==> config.mk <==
export PLATFORM = sky130hd
export DESIGN_NAME = slot_ctx_mgr
export DESIGN_NICKNAME = d
export VERILOG_FILES = /design/src/rtl/slot_ctx_pkg.sv /design/src/rtl/ctx_shadow.sv /design/src/rtl/out_hold_lane.sv /design/src/rtl/slot_ctx_mgr.sv
export SDC_FILE = /design/constraint.sdc
export NUM_CORES = 1
export LEC_CHECK = 0
export BUFFER_PORTS_ARGS = -buffer_cell sky130_fd_sc_hd__buf_2
export CORE_MARGIN = 1.5
export CORE_UTILIZATION = 25
export CTS_CLUSTER_DIAMETER = 40
export DETAILED_ROUTE_END_ITERATION = 6
export PLACE_DENSITY = 0.59
export SLEW_MARGIN = 0
export SYNTH_ARGS = -nofsm -noshare
export SYNTH_HDL_FRONTEND = slang
export SYNTH_HIERARCHICAL = 1
export SYNTH_SLANG_ARGS = --single-unit
==> constraint.sdc <==
create_clock -name clk -period 0.95 [get_ports clk]
set_input_delay 0 -clock clk [delete_from_list [all_inputs] [get_ports clk]]
set_output_delay 0 -clock clk [all_outputs]
set_load 0.005 [all_outputs]
==> src/rtl/slot_ctx_pkg.sv <==
package slot_ctx_pkg;
   typedef enum logic {
      LANE_HOLD  = 1'b0,
      LANE_FORCE = 1'b1
   } lane_mode_e;

   function automatic lane_mode_e lane_mode(input logic mask_bit);
      return mask_bit ? LANE_FORCE : LANE_HOLD;
   endfunction
endpackage

==> src/rtl/ctx_shadow.sv <==
module ctx_shadow #(
   parameter int              STATE_W   = 16,
   parameter logic [STATE_W-1:0] STATE_DEF = '0
) (
   input  logic               clk,
   input  logic               rst_n,
   input  logic               present_i,
   input  logic               save_i,
   input  logic               restore_i,
   input  logic [STATE_W-1:0] state_i,
   output logic [STATE_W-1:0] state_o,
   output logic               load_o
);
   logic [STATE_W-1:0] shadow_q;
   logic               restore_q;
   logic               load_q;
   logic               take_save;

   assign take_save = save_i & present_i;

   always_ff @(posedge clk or negedge rst_n) begin
      if (!rst_n) begin
         shadow_q <= STATE_DEF;
      end else if (take_save) begin
         shadow_q <= state_i;
      end
   end

   always_ff @(posedge clk or negedge rst_n) begin
      if (!rst_n) begin
         restore_q <= 1'b0;
         load_q    <= 1'b0;
      end else begin
         restore_q <= restore_i;
         load_q    <= restore_i & ~restore_q;
      end
   end

   assign state_o = shadow_q;
   assign load_o  = load_q;

   // a save taken while present lands in the shadow
   p_save_capture_r2: assert property (@(posedge clk) disable iff (!rst_n)
      (save_i && present_i) |=> (state_o == $past(state_i)));
   // nothing changes the shadow while the slot is empty
   p_save_ignored_r3: assert property (@(posedge clk) disable iff (!rst_n)
      (!present_i) |=> $stable(state_o));
   // the load pulse never lasts two cycles
   p_load_single_r4: assert property (@(posedge clk) disable iff (!rst_n)
      load_o |=> !load_o);
   // a pulse is always preceded by a sampled restore request
   p_load_cause_r4: assert property (@(posedge clk) disable iff (!rst_n)
      $rose(load_o) |-> $past(restore_i));
endmodule

==> src/rtl/out_hold_lane.sv <==
module out_hold_lane #(
   parameter int           W     = 8,
   parameter logic         FORCE = 1'b0,
   parameter logic [W-1:0] DEF   = '0
) (
   input  logic         clk,
   input  logic         rst_n,
   input  logic         present_i,
   input  logic [W-1:0] lane_i,
   output logic [W-1:0] lane_o
);
   import slot_ctx_pkg::*;

   localparam lane_mode_e MODE = lane_mode(FORCE);

   logic [W-1:0] lane_q;

   generate
      if (MODE == LANE_FORCE) begin : g_force
         always_ff @(posedge clk or negedge rst_n) begin
            if (!rst_n) begin
               lane_q <= DEF;
            end else begin
               lane_q <= present_i ? lane_i : DEF;
            end
         end
         // an empty slot drives the lane default
         p_force_default_r8: assert property (@(posedge clk) disable iff (!rst_n)
            (!present_i) |=> (lane_o == DEF));
      end else begin : g_hold
         always_ff @(posedge clk or negedge rst_n) begin
            if (!rst_n) begin
               lane_q <= DEF;
            end else if (present_i) begin
               lane_q <= lane_i;
            end
         end
         // an empty slot freezes the lane
         p_hold_freeze_r7: assert property (@(posedge clk) disable iff (!rst_n)
            (!present_i) |=> $stable(lane_o));
      end
   endgenerate

   assign lane_o = lane_q;

   // a present module is passed through one edge later
   p_follow_r6: assert property (@(posedge clk) disable iff (!rst_n)
      present_i |=> (lane_o == $past(lane_i)));
endmodule

==> src/rtl/slot_ctx_mgr.sv <==
module slot_ctx_mgr #(
   parameter int                       STATE_W     = 16,
   parameter int                       N_OUT       = 4,
   parameter int                       OUT_W       = 8,
   parameter logic [N_OUT-1:0]         FORCE_MASK  = 4'b1010,
   parameter logic [N_OUT*OUT_W-1:0]   OUT_DEFAULT = 32'hA35C_F00F,
   parameter logic [STATE_W-1:0]       STATE_DEF   = 16'hC0DE
) (
   input  logic                   clk,
   input  logic                   rst_n,
   input  logic                   present_i,
   input  logic                   save_i,
   input  logic                   restore_i,
   input  logic [STATE_W-1:0]     mod_state_i,
   input  logic [N_OUT*OUT_W-1:0] mod_out_i,
   output logic [STATE_W-1:0]     rst_state_o,
   output logic                   rst_load_o,
   output logic [N_OUT*OUT_W-1:0] slot_out_o
);
   localparam int BUS_W = N_OUT * OUT_W;

   generate
      if (STATE_W < 1) begin : g_bad_state_w
         $error("slot_ctx_mgr: STATE_W must be at least 1");
      end
      if (N_OUT < 1) begin : g_bad_n_out
         $error("slot_ctx_mgr: N_OUT must be at least 1");
      end
      if (OUT_W < 1) begin : g_bad_out_w
         $error("slot_ctx_mgr: OUT_W must be at least 1");
      end
   endgenerate

   ctx_shadow #(
      .STATE_W  (STATE_W),
      .STATE_DEF(STATE_DEF)
   ) i_shadow (
      .clk      (clk),
      .rst_n    (rst_n),
      .present_i(present_i),
      .save_i   (save_i),
      .restore_i(restore_i),
      .state_i  (mod_state_i),
      .state_o  (rst_state_o),
      .load_o   (rst_load_o)
   );

   logic [BUS_W-1:0] lanes_w;

   generate
      for (genvar g = 0; g < N_OUT; g++) begin : g_lane
         out_hold_lane #(
            .W    (OUT_W),
            .FORCE(FORCE_MASK[g]),
            .DEF  (OUT_DEFAULT[g*OUT_W +: OUT_W])
         ) i_lane (
            .clk      (clk),
            .rst_n    (rst_n),
            .present_i(present_i),
            .lane_i   (mod_out_i[g*OUT_W +: OUT_W]),
            .lane_o   (lanes_w[g*OUT_W +: OUT_W])
         );
      end
   endgenerate

   assign slot_out_o = lanes_w;

   // during the load pulse the bus carries a stable shadow word
   p_restore_word_r5: assert property (@(posedge clk) disable iff (!rst_n)
      (rst_load_o && !save_i) |=> $stable(rst_state_o));
endmodule

==> results.py <==
metrics = {
    "yosys": {
        "ys_seq_area_share_pct": 67.9,
        "yosysWarnings": 6,
        "synth_xor_area_share_pct": 0,
        "synth.ff_latch_count": 50,
        "synthSimpleGateAreaFrac_pct": 5.97,
        "netlist_area_sq_um": 1890,
        "netlist-cell-type-count": 9,
        "syn_nets": 156,
        "postSynthAreaPerCell_sq_um": 18.3,
        "postSynthCellCount": 103,
        "synth_compound_area_share_pct": 0,
        "synthMuxAreaShare_pct": 24.3,
        "synth_top_family_by_area": "multiplexers",
        "synth_fa_ha_area_share_pct": 0,
    },
    "routing": {
        "drt_pass1_iterations": 2,
        "drc": 0,
        "vias": 1400,
        "wl_per_cell_microns": 12.9,
        "initialDrtViolationCount": 17,
        "wl_microns": 4700,
        "drtAntennaViolNets": 0,
        "viasPerCell": 3.86,
    },
    "final_layout": {
        "nets": 316,
        "synthToLayoutAreaGrowth_pct": 71.7,
        "seq_area_sq_um": 1280,
        "diodes": 0,
        "final_cells": 363,
        "drive_gt1_share_pct": 64.8,
        "nFillCells": 698,
        "multi_input_area_sq_um": 571,
    },
    "floorplanning": {
        "core_area_sq_um": 7290,
        "die_w_microns": 89.8,
        "die_h_microns": 89.8,
        "start_util_pct": 25.9,
        "die-area_sq_um": 8070,
        "io_pins": 102,
        "rows": 31,
    },
    "global_routing": {
        "grt-ovfl-total": 0,
        "grt_max_degree": 51,
        "antenna_found_initial": 0,
        "grt_usage_pct": 12.2,
        "grt_pass1_wl_microns": 7810,
        "grt_pass1_vias": 1605,
    },
    "timing": {
        "post-route-period-util_pct": 100,
        "final-hold-violation-count": 0,
        "period_minus_slack_ns": 0.952,
        "max_freq_mhz": 1050,
        "clock_skew_ns": 0.000137,
        "tightest_slew_ns": 0.263,
        "slew_viol_final": 0,
        "rsz0062_at_grt": "true",
        "final-setup-viol-count": 3,
        "timing.final.ws_setup_ns": -0.00180,
        "finalSetupTns_ns": -0.00393,
        "slew_headroom_pct": 82.5,
        "whs_ns": 0.126,
    },
    "status": {
        "violations": "setup timing",
        "status": "finished with violations",
    },
    "setup_path": {
        "cpLargestDelayFamily": "flip-flops",
        "cp_num_cells": 1,
        "r2r_cells": 2,
        "cpMaxStageDelayCell": "dfstp_2",
        "crit_buf_inv": 1,
        "critPathCaptureType": "output port",
        "worstPathRequired_ns": 0.95,
        "crit_path_max_fanout": 2,
        "arrival_ns": 0.95,
        "critical_path_class": "flip-flop to output port",
        "crit_chain": "buf_6",
        "slowest_delay_ns": 0.56,
        "cp-start-kind": "flip-flop",
    },
    "placement": {
        "placed_cells": 304,
        "place_congestion": 0.694,
        "io_buffers": 101,
        "post-dp-hpwl_microns": 2810,
    },
    "clock_tree": {
        "cts.sinks": 50,
        "clock_latency_ns": 0.30,
        "htree_levels": 2,
        "root_buffer": "clkbuf_8",
        "cts_tree": "yes",
        "clockBufferDepth": 2,
        "cts_buffers": 5,
        "clk_pin_slew_ns": 0.09,
    },
    "pwr": {
        "power_leakage_nw": 1.59,
        "peakVddDrop_mv": 0.598,
        "p_per_area_nw_per_um2": 1510,
    },
    "worst_hold_path": {
        "min_path_type": "input pin to flip-flop",
        "min_path_cells": 3,
    },
    "run": {
        "drv_cap": 0,
    },
}
## synthesized netlist by cell type
cell type / count / area, sq um
nand2_2: 1 / 6.26
mux2_4: 26 / 390
nand2b_1: 8 / 50.1
and2_1: 8 / 50.1
mux2_2: 6 / 67.6
dfstp_2: 24 / 631
buf_6: 3 / 33.8
nor2b_1: 1 / 6.26
dfrtp_1: 26 / 651
## per-layer routing
layer,global-route usage [%],up-vias,part of all wire [%]
li1,-,662,-
met1,14.1,676,40
met2,22.2,54,53
met3,1.69,8,3.9
met4,5.42,0,2.6
met5,0,-,0
## timing repair
action	in CTS	in global routing
buffers inserted	0	1
pin swaps	0	0
gates resized for setup	4	8
hold buffers	50	0
endpoints found under the setup margin	12	24
hold endpoints to repair	100	0
## cell usage in the layout (no fill, tap or decap), types with 2 or more instances in the layout
master / count
buf_4: 2
nand2b_1: 8
buf_2: 89
dfstp_2: 24
dlygate4sd3_1: 50
dfrtp_1: 26
mux2_4: 26
buf_6: 12
clkbuf_8: 7
and2_1: 8
buf_12: 3
mux2_2: 6
## registers in the layout (all words and copies together) (netlist names)
register and count:
i_shadow/state_o 16, i_shadow/load_o 1, i_shadow/restore_q 1, g_lane.i_lane/lane_o 32
## stage by stage
stage / total power [mW] / utilization [%] / setup slack, ns / instance area (sq um)
2_1_floorplan: 2.88 / - / 0.202 / 1890
3_3_place_gp: 3.30 / 35.0 / 0.102 / 2550
3_5_place_dp: 3.31 / 35.0 / 0.0982 / 2550
4_1_cts: 4.92 / 43.6 / -0.0158 / 3180
5_1_grt: 5.14 / 44.4 / -0.0436 / 3240
6_report: 4.88 / 44.4 / -0.00180 / 3240
## power breakdown
part           total (mW)  leakage, nW  switching [mW]  internal (mW)
clock network        1.37       0.0544           0.703          0.668
logic               0.982        0.966           0.314          0.668
registers            2.52        0.568           0.111           2.41
total                4.88         1.59            1.13           3.75
## cell families after synthesis
group / after synthesis
buffers and inverters: 3
DFF: 50
muxes: 32
and+or+nand+nor: 18
## worst paths after layout
| check | start | to | slack (ns) |
|---|---|---|---|
| worst min-delay path | present_i | g_lane[3].i_lane/lane_o[5] | 0.13 |
| min in group asynchronous | rst_n | i_shadow/state_o[8] | 0.20 |
| max in group asynchronous | rst_n | g_lane[3].i_lane/lane_o[7] | 0.46 |
| worst max register to register | i_shadow/state_o[3] | i_shadow/state_o[3] | 0.12 |
| worst min register to register | i_shadow/restore_q | i_shadow/load_o | 0.39 |
| worst max-delay path | i_shadow/state_o[14] | rst_state_o[14] | -0.002 |
## area by class of cell
type	count	area share, %
timing repair buffer	156	35.7
multi-input combinational	50	17.6
sequential	50	39.6
clock inverter	1	0.271
tap	99	3.83
clock buffer	7	2.98
Power figures use the tool's default switching activity.
